==> src/rtl/rstseq_pkg.sv <==
package rstseq_pkg;

    typedef enum logic [2:0] {
        ST_POR  = 3'd0,
        ST_PWRT = 3'd1,
        ST_OST  = 3'd2,
        ST_PLL  = 3'd3,
        ST_RUN  = 3'd4,
        ST_BOR  = 3'd5
    } seq_state_e;

    typedef struct packed {
        seq_state_e state;
        logic       wake;
        logic       cause_bor;
        logic       core_rst;
        logic       stall;
    } seq_regs_t;

    function automatic logic is_crystal(input logic [1:0] mode);
        return mode != 2'd0;
    endfunction

endpackage

==> src/rtl/bor_filter.sv <==
module bor_filter #(
    parameter int MIN_TICKS = 4
) (
    input  logic clk,
    input  logic por_i,
    input  logic en_i,
    input  logic supply_ok_i,
    input  logic tick_i,
    output logic trip_o
);
    localparam int FW = $clog2(MIN_TICKS + 1);

    logic [FW-1:0] cnt_d, cnt_q;

    always_comb begin
        cnt_d = cnt_q;
        if (!en_i || supply_ok_i)
            cnt_d = '0;
        else if (tick_i && cnt_q != FW'(MIN_TICKS))
            cnt_d = cnt_q + 1'b1;
        trip_o = en_i && !supply_ok_i && tick_i && (cnt_q == FW'(MIN_TICKS - 1));
    end

    always_ff @(posedge clk or posedge por_i) begin
        if (por_i) cnt_q <= '0;
        else       cnt_q <= cnt_d;
    end

    // a trip needs the flag to have been low on the previous edge too
    assert_trip_after_low_R6: assert property (@(posedge clk) disable iff (por_i)
        trip_o |-> !$past(supply_ok_i));

endmodule

==> src/rtl/stage_counter.sv <==
module stage_counter #(
    parameter int CW = 11
) (
    input  logic          clk,
    input  logic          por_i,
    input  logic          clear_i,
    input  logic          step_i,
    input  logic [CW-1:0] limit_i,
    output logic          expire_o
);
    logic [CW-1:0] cnt_d, cnt_q;

    always_comb begin
        cnt_d = cnt_q;
        if (clear_i)     cnt_d = '0;
        else if (step_i) cnt_d = cnt_q + 1'b1;
        expire_o = step_i && (cnt_q == limit_i - 1'b1);
    end

    always_ff @(posedge clk or posedge por_i) begin
        if (por_i) cnt_q <= '0;
        else       cnt_q <= cnt_d;
    end

endmodule

==> src/rtl/rst_timeout_seq.sv <==
module rst_timeout_seq #(
    parameter int PWRT_TICKS = 72,
    parameter int OST_CYCLES = 1024,
    parameter int PLL_TICKS  = 2,
    parameter int BOR_TICKS  = 4
) (
    input  logic       clk,
    input  logic       por_i,
    input  logic       bor_ok_i,
    input  logic       mclr_n_i,
    input  logic       wake_i,
    input  logic       rc_tick_i,
    input  logic       cfg_pwrt_en_i,
    input  logic       cfg_bor_en_i,
    input  logic       cfg_pll_en_i,
    input  logic [1:0] cfg_osc_mode_i,
    output logic       core_rst_o,
    output logic       exec_stall_o,
    output logic       cause_bor_o
);
    import rstseq_pkg::*;

    localparam int MAXA = (PWRT_TICKS > OST_CYCLES) ? PWRT_TICKS : OST_CYCLES;
    localparam int MAXD = (MAXA > PLL_TICKS) ? MAXA : PLL_TICKS;
    localparam int CW   = $clog2(MAXD + 1);

    seq_regs_t     r_d, r_q;
    logic          bor_trip;
    logic          stage_done;
    logic          cnt_clear;
    logic          cnt_step;
    logic [CW-1:0] cnt_limit;
    logic          xtal;

    assign xtal = is_crystal(cfg_osc_mode_i);

    bor_filter #(.MIN_TICKS(BOR_TICKS)) u_filter (
        .clk         (clk),
        .por_i       (por_i),
        .en_i        (cfg_bor_en_i),
        .supply_ok_i (bor_ok_i),
        .tick_i      (rc_tick_i),
        .trip_o      (bor_trip)
    );

    stage_counter #(.CW(CW)) u_count (
        .clk      (clk),
        .por_i    (por_i),
        .clear_i  (cnt_clear),
        .step_i   (cnt_step),
        .limit_i  (cnt_limit),
        .expire_o (stage_done)
    );

    always_comb begin
        case (r_q.state)
            ST_PWRT: begin cnt_step = rc_tick_i; cnt_limit = CW'(PWRT_TICKS); end
            ST_OST:  begin cnt_step = 1'b1;      cnt_limit = CW'(OST_CYCLES); end
            ST_PLL:  begin cnt_step = rc_tick_i; cnt_limit = CW'(PLL_TICKS);  end
            default: begin cnt_step = 1'b0;      cnt_limit = CW'(1);          end
        endcase
    end

    always_comb begin
        r_d = r_q;
        case (r_q.state)
            ST_POR: begin
                if (cfg_pwrt_en_i)     r_d.state = ST_PWRT;
                else if (xtal)         r_d.state = ST_OST;
                else if (cfg_pll_en_i) r_d.state = ST_PLL;
                else                   r_d.state = ST_RUN;
            end
            ST_PWRT: begin
                if (cfg_bor_en_i && !bor_ok_i) begin
                    r_d.state     = ST_BOR;
                    r_d.cause_bor = 1'b1;
                end else if (stage_done) begin
                    if (r_q.cause_bor)     r_d.state = ST_RUN;
                    else if (xtal)         r_d.state = ST_OST;
                    else if (cfg_pll_en_i) r_d.state = ST_PLL;
                    else                   r_d.state = ST_RUN;
                end
            end
            ST_OST: begin
                if (stage_done) r_d.state = cfg_pll_en_i ? ST_PLL : ST_RUN;
            end
            ST_PLL: begin
                if (stage_done) r_d.state = ST_RUN;
            end
            ST_RUN: begin
                if (wake_i) begin
                    if (xtal)              r_d.state = ST_OST;
                    else if (cfg_pll_en_i) r_d.state = ST_PLL;
                    r_d.wake = xtal || cfg_pll_en_i;
                end
            end
            ST_BOR: begin
                if (bor_ok_i) r_d.state = cfg_pwrt_en_i ? ST_PWRT : ST_RUN;
            end
            default: r_d.state = ST_POR;
        endcase

        if (bor_trip && (r_q.state == ST_OST || r_q.state == ST_PLL || r_q.state == ST_RUN)) begin
            r_d.state     = ST_BOR;
            r_d.cause_bor = 1'b1;
        end

        if (r_d.state == ST_RUN || r_d.state == ST_BOR)
            r_d.wake = 1'b0;

        r_d.core_rst = !mclr_n_i || (r_d.state != ST_RUN && !r_d.wake);
        r_d.stall    = r_d.wake;
        cnt_clear    = (r_d.state != r_q.state);
    end

    always_ff @(posedge clk or posedge por_i) begin
        if (por_i) begin
            r_q.state     <= ST_POR;
            r_q.wake      <= 1'b0;
            r_q.cause_bor <= 1'b0;
            r_q.core_rst  <= 1'b1;
            r_q.stall     <= 1'b0;
        end else begin
            r_q <= r_d;
        end
    end

    assign core_rst_o   = r_q.core_rst;
    assign exec_stall_o = r_q.stall;
    assign cause_bor_o  = r_q.cause_bor;

    assert_ost_crystal_only_R3: assert property (@(posedge clk) disable iff (por_i)
        (r_q.state == ST_OST) |-> (cfg_osc_mode_i != 2'd0));

    assert_bor_needs_enable_R6: assert property (@(posedge clk) disable iff (por_i)
        $rose(cause_bor_o) |-> ($past(cfg_bor_en_i) && !$past(bor_ok_i)));

    assert_pwrt_drop_restart_R8: assert property (@(posedge clk) disable iff (por_i)
        (r_q.state == ST_PWRT && cfg_bor_en_i && !bor_ok_i) |=> (r_q.state == ST_BOR));

    assert_mclr_holds_R9: assert property (@(posedge clk) disable iff (por_i)
        !$past(mclr_n_i) |-> core_rst_o);

    assert_cause_sticky_R10: assert property (@(posedge clk) disable iff (por_i)
        cause_bor_o |=> cause_bor_o);

    assert_wake_no_reset_R11: assert property (@(posedge clk) disable iff (por_i)
        (exec_stall_o && $past(mclr_n_i)) |-> !core_rst_o);

endmodule

==> config.mk <==
export PLATFORM = sky130hd
export DESIGN_NAME = rst_timeout_seq
export DESIGN_NICKNAME = d
export VERILOG_FILES = /design/src/rtl/rstseq_pkg.sv /design/src/rtl/bor_filter.sv /design/src/rtl/stage_counter.sv /design/src/rtl/rst_timeout_seq.sv
export SDC_FILE = /design/constraint.sdc
export NUM_CORES = 1
export LEC_CHECK = 0
export ABC_AREA = 1
export BUFFER_PORTS_ARGS = -buffer_cell sky130_fd_sc_hd__buf_2
export CAP_MARGIN = 20
export CORE_ASPECT_RATIO = 0.8
export CORE_UTILIZATION = 45
export CTS_BUF_LIST = sky130_fd_sc_hd__clkbuf_4 sky130_fd_sc_hd__clkbuf_8
export CTS_CLUSTER_DIAMETER = 30
export DETAILED_ROUTE_END_ITERATION = 10
export GPL_TIMING_DRIVEN = 0
export HOLD_SLACK_MARGIN = 0.02
export PLACE_DENSITY = 0.65
export SYNTH_ARGS = -nofsm -noshare
export SYNTH_HDL_FRONTEND = slang
export SYNTH_SLANG_ARGS = --single-unit
==> constraint.sdc <==
create_clock -name clk -period 2.6 [get_ports clk]
set_input_delay 0.26 -clock clk [delete_from_list [all_inputs] [get_ports clk]]
set_output_delay 0.26 -clock clk [all_outputs]
set_load 0.005 [all_outputs]
; ---- Yosys cells after proc, flatten, opt, wreduce, memory -nomap -nowiden
; Cells that the tools add are included.
[totals]
inputBits = 11
mem_count = 0
reg_bits = 20
output_inout_bits = 3
latchBits = 0
word_cells = 72
romBits = 0
mem_bits_rw = 0
[classes]
multipliers = 0
mux = 26
n_eq_ne = 12
n_lt_le_gt_ge = 0
addsub = 3
n_reduce_logical = 25
div = 0
shift = 0
bitwise = 0
[op_table]
columns = cell, count
row1 = 3-bit two-way mux, 15
row2 = 11-bit one-hot mux with 3 select lines, 1
row3 = 11-bit two-way mux, 2
row4 = 3-bit one-hot mux with 6 select lines, 1
row5 = 3-bit equality test (second input constant), 4
row6 = 11-bit by 1-bit adder with 11-bit output (second input constant), 1
row7 = 11-bit equality test, 1
row8 = 11-bit by 1-bit subtractor with 11-bit output (second input constant), 1
row9 = 2-bit nonzero test, 5
row10 = 3-bit by 2-bit equality test with 1-bit output (second input constant), 3
row11 = 1-bit logical AND, 7
row12 = 1-bit logical OR, 6
row13 = 3-bit != test (second input constant), 2
row14 = 1-bit two-way mux, 5
row15 = 1-bit logical NOT, 4
row16 = 4-bit two-way mux, 1
row17 = 3-bit by 1-bit adder with 3-bit output (second input constant), 1
row18 = 3-bit by 1-bit equality test with 1-bit output (second input constant), 1
row19 = 3-bit logical NOT, 1
row20 = 3-bit != test, 1
row21 = 1-bit one-hot mux with 2 select lines, 1
row22 = 2-bit AND reduction, 1
row23 = 2-bit OR reduction, 1

; ---- Longest topological paths before layout
[logic_depth]
depth_word = 15
ltp_mapped = 22
depth_no_buf = 20

; ---- Hierarchy
; Synthesis repeated with hierarchy kept, for this count alone.
[unflattened]
hier_cells = 308
area_unflattened_um2 = 1844.3
[modules_own_cells]
columns = mod, area_each_um2, n_inst, seq_area_each_um2, cells_per_inst
row1 = stage_counter, 984.7, 1, 275.3, 166
row2 = rst_timeout_seq, 634.4, 1, 151.4, 111
row3 = bor_filter, 225.2, 1, 75.1, 31

; ---- Worst setup path before layout
; OpenSTA, ideal clock, no wires.
[synth_path]
path_type = register -> register
start = register r_q[6] (netlist bit)
end = register u_count.cnt_q[5]
path_buffers = 1
t_arrival_ns = 2.347
path_stages_with_launch = 22
setup_time_ns = 0.122
path_slack_ns = 0.131
required_time_ns = 2.478
period_less_slack_ns = 2.469
path_cell_list = dfrtp_1 inv_4 nand2_2 nor2_1 inv_1 ha_1 inv_1 nand2_1 nand2_1 nor2_1 nand3_1 nor2_4 nand2_1 nand2_1 nand2_2 nor2_4 nand3_2 nand2_1 nand2_1 nand3_2 buf_6 nor2_2
[synth_lines]
columns = element, line
row1 = from (decl), rst_timeout_seq.sv:27  ; seq_regs_t r_d, r_q;
row2 = from (signal assigned), rst_timeout_seq.sv:124  ; r_q <= r_d;
row3 = to (signal assigned), stage_counter.sv:22  ; else cnt_q <= cnt_d;
row4 = to (decl), stage_counter.sv:11  ; logic [CW-1:0] cnt_d, cnt_q;

==> impl_metrics.py <==
metrics = {
    "floorplanning": {
        "start_util_pct": 49.3,
        "core_area_um2": 3200,
        "die_y_um": 54.9,
        "ioPinCount": 14,
        "die_w_um": 68.2,
        "die-area_um2": 3740,
        "row_count": 18,
    },
    "final_layout": {
        "fin_nets": 273,
        "antenna_cells": 0,
        "final_common_cell": "nand2_1",
        "fin_cells": 295,
        "layout-drive-gt1-share_pct": 33.7,
        "area_delta_synth_final_pct": 31.1,
        "fillers": 283,
        "mostFrequentLayoutCells": "54 x nand2_1, 33 x inv_1, 17 x dfrtp_1, 16 x nor2_1, 16 x buf_4",
        "stdcell_area_um2": 2070,
    },
    "setup_path": {
        "rrSetupSlack_ns": -0.02,
        "cp-start-kind": "flip-flop",
        "crit_required_ns": 2.80,
        "critPathCaptureType": "flip-flop",
        "path_max_fanout": 6,
        "rr_startpoint": "r_q[6]$_DFF_PP0_",
        "reg2reg_to": "u_count.cnt_q[1]$_DFFE_PP0P_",
        "crit_type": "flip-flop to flip-flop",
        "rr_worst_depth": 20,
        "crit_arrival_ns": 2.82,
    },
    "worst_hold_path": {
        "hold_path_class": "input pin to flip-flop",
        "hold_start": "mclr_n_i",
        "holdPathStages": 2,
        "hold_end": "core_rst_o$_DFF_PP1_",
    },
    "synth": {
        "ys_ff_latch": 20,
        "synth_top_area_share_pct": 30.2,
        "ys_seq_area_share_pct": 31.9,
        "syn_avg_cell_area_um2": 7.23,
        "synth-async-reset-ratio_pct": 100,
        "synth-edff-count": 0,
        "ys_warn_count": 0,
        "syn-num-nets": 235,
        "synth_top_cell_by_area": "dfrtp_1",
        "syn_inst": 218,
        "synth-main-ff-cell": "dfrtp_1",
        "synth.area.top_cells": "dfrtp_1 30%, nand2_1 14%, inv_1 8.6%, ha_1 4.8%, nor2_2 4.4%",
        "syn-cell-area_um2": 1580,
        "synth_cell_type_count": 30,
    },
    "clock_tree": {
        "clk_pin_slew_worst_paths_ns": 0.07,
        "clock_sinks": 20,
        "cts_tree": "done",
        "cts_hold_buf": 0,
        "cts-root-buf": "clkbuf_8",
        "cts.path.max_buffers": 2,
        "insertion_delay_ns": 0.26,
        "cts_buffers": 3,
        "htree_num_levels": 1,
    },
    "detailed_routing": {
        "vias": 1475,
        "drc": 0,
        "drt_iter0_markers": 53,
        "ant_nets": 0,
        "avgRoutedWirePerCell_um": 12.6,
        "totalWireLength_um": 3710,
        "first_pass_iters": 4,
        "vias_per_cell": 5.00,
    },
    "place": {
        "placed_area_um2": 1690,
        "place.gp.congestion": 0.838,
        "dp.cells": 271,
        "dpl_worst_slack_ns": -0.208,
        "io_buffers": 13,
        "hpwlAfterDp_um": 2560,
    },
    "status": {
        "status": "complete, but fails checks",
        "violations": "negative setup slack",
    },
    "sta": {
        "final.setup_skew_ns": 0.00258,
        "finalCritPeriodShare_pct": 101,
        "setup_ws_ns": -0.0226,
        "finalHoldViolations": 0,
        "fin_crit_ns": 2.62,
        "rsz0062_at_grt": "yes",
        "report.final.slew_viol_count": 0,
        "fmax_mhz": 381,
        "finalSetupViolCount": 10,
        "worst_pin_slew_ns": 0.761,
        "holdWs_ns": 0.114,
        "slew_headroom_pct": 49.2,
    },
    "global_routing": {
        "antenna_found_initial": 0,
        "grt_overflow_total": 0,
        "grt_pass1_vias": 1326,
        "grt_use_total_pct": 22.0,
        "grt_max_degree": 21,
        "grt_pass1_wl_um": 5970,
    },
    "power": {
        "leakage_nw": 0.977,
        "ir_worst_vdd_v": 0.000509,
        "p_per_area_nw_per_um2": 1210,
        "p_total_mw": 2.51,
    },
    "job": {
        "drv_cap": 0,
    },
}
-- critical path, stage by stage, from the launching register on --
cell and delay [ns]:
dfrtp_2 0.43, buf_6 0.13, nor2_4 0.12, nand2_4 0.08
ha_4 0.27, inv_2 0.03, nand2_1 0.04, nand2_1 0.05
nor2_1 0.09, nand3_1 0.12, nor2_4 0.19, nand3_1 0.11
nand2_1 0.07, nand2_1 0.08, nand3_2 0.14, nand2_1 0.07
nand2_1 0.10, nand3_4 0.10, buf_6 0.13, buf_8 0.13
nor2_2 0.08
-- worst max-delay path by stage --
stage / to / cells after the start / slack, ns / from
2_1_floorplan: u_count.cnt_q[5]$_DFFE_PP0P_ / 21 / 0.13 / r_q[6]$_DFF_PP0_
3_3_place_gp: u_count.cnt_q[1]$_DFFE_PP0P_ / 19 / -0.24 / r_q[6]$_DFF_PP0_
3_5_place_dp: u_count.cnt_q[0]$_DFFE_PP0P_ / 19 / -0.21 / r_q[6]$_DFF_PP0_
4_1_cts: u_count.cnt_q[8]$_DFFE_PP0P_ / 21 / -0.02 / r_q[6]$_DFF_PP0_
5_1_grt: u_count.cnt_q[8]$_DFFE_PP0P_ / 20 / -0.20 / r_q[6]$_DFF_PP0_
6_report: u_count.cnt_q[1]$_DFFE_PP0P_ / 20 / -0.02 / r_q[6]$_DFF_PP0_
-- Yosys cell counts (2+ instances only) --
cell       n
nand3_2    5
a21oi_1    5
nor2_1    18
dfrtp_1   19
inv_1     36
ha_1       6
xnor2_1    2
nand4_1    5
nor2_2    11
a211oi_1   2
nand2_1   59
xor2_1     7
o21ai_0    6
nand2_2    4
a21boi_0   2
nor2_4     5
buf_6      2
nand3_1   12
-- area by class of cell --
type | instances | area [µm²] | area share, %
clock buffer | 3 | 41.3 | 2.00
inverter | 38 | 148 | 7.15
buffer | 2 | 26.3 | 1.27
sequential | 20 | 504 | 24.4
multi-input combinational | 158 | 1010 | 48.9
timing repair buffer | 33 | 255 | 12.4
clock inverter | 1 | 30.0 | 1.45
tap | 40 | 50.0 | 2.42
-- power breakdown --
part | total, mW | switching [mW] | internal, mW
clock network | 0.312 | 0.106 | 0.205
registers | 0.399 | 0.0416 | 0.358
logic | 1.80 | 0.949 | 0.848
-- sequential cells by signal, indices dropped and copies added (netlist names) --
signal and flops:
cause_bor_o 1, core_rst_o 1, exec_stall_o 1, r_q 3
u_count.cnt_q 11, u_filter.cnt_q 3
-- cells by family (layout without fill, tap and decap cells) --
| logic type | after synthesis | count (layout) | synth area share [%] |
|---|---|---|---|
| muxes | 1 | 1 | 0.635 |
| AOI/OAI and AO/OA | 21 | 21 | 9.37 |
| xor gates and xnor gates | 9 | 9 | 5.00 |
| adders and majority gates | 6 | 6 | 4.77 |
| DFF | 20 | 20 | 31.9 |
| and+or+nand+nor | 121 | 121 | 37.7 |
| buffers and inverters | 40 | 77 | 10.6 |
-- what timing repair did --
action	4_1_cts	5_1_grt
setup buffers	14	5
setup endpoints to repair	12	12
resized for setup	19	14
pin swaps	5	10
cloned	1	0
-- metal layers --
layer  wire, µm  vias to the layer above  GRT usage, %  part of all wire [%]
met5          0                        -             0                     0
met2       1630                       34          32.2                    44
met4         53                        0          5.90                   1.4
met3        152                        6          5.74                   4.1
li1           -                      756             -                     -
met1       1870                      679          31.7                    50
-- metrics by stage --
stage          utilization (%)  setup TNS [ns]
6_report                  64.6          -0.171
2_1_floorplan                -               0
4_1_cts                   61.7          -0.104
3_3_place_gp              52.9           -2.39
5_1_grt                   64.6           -1.99
3_5_place_dp              52.9           -2.08
No activity file was read; power rests on OpenSTA's default activity.
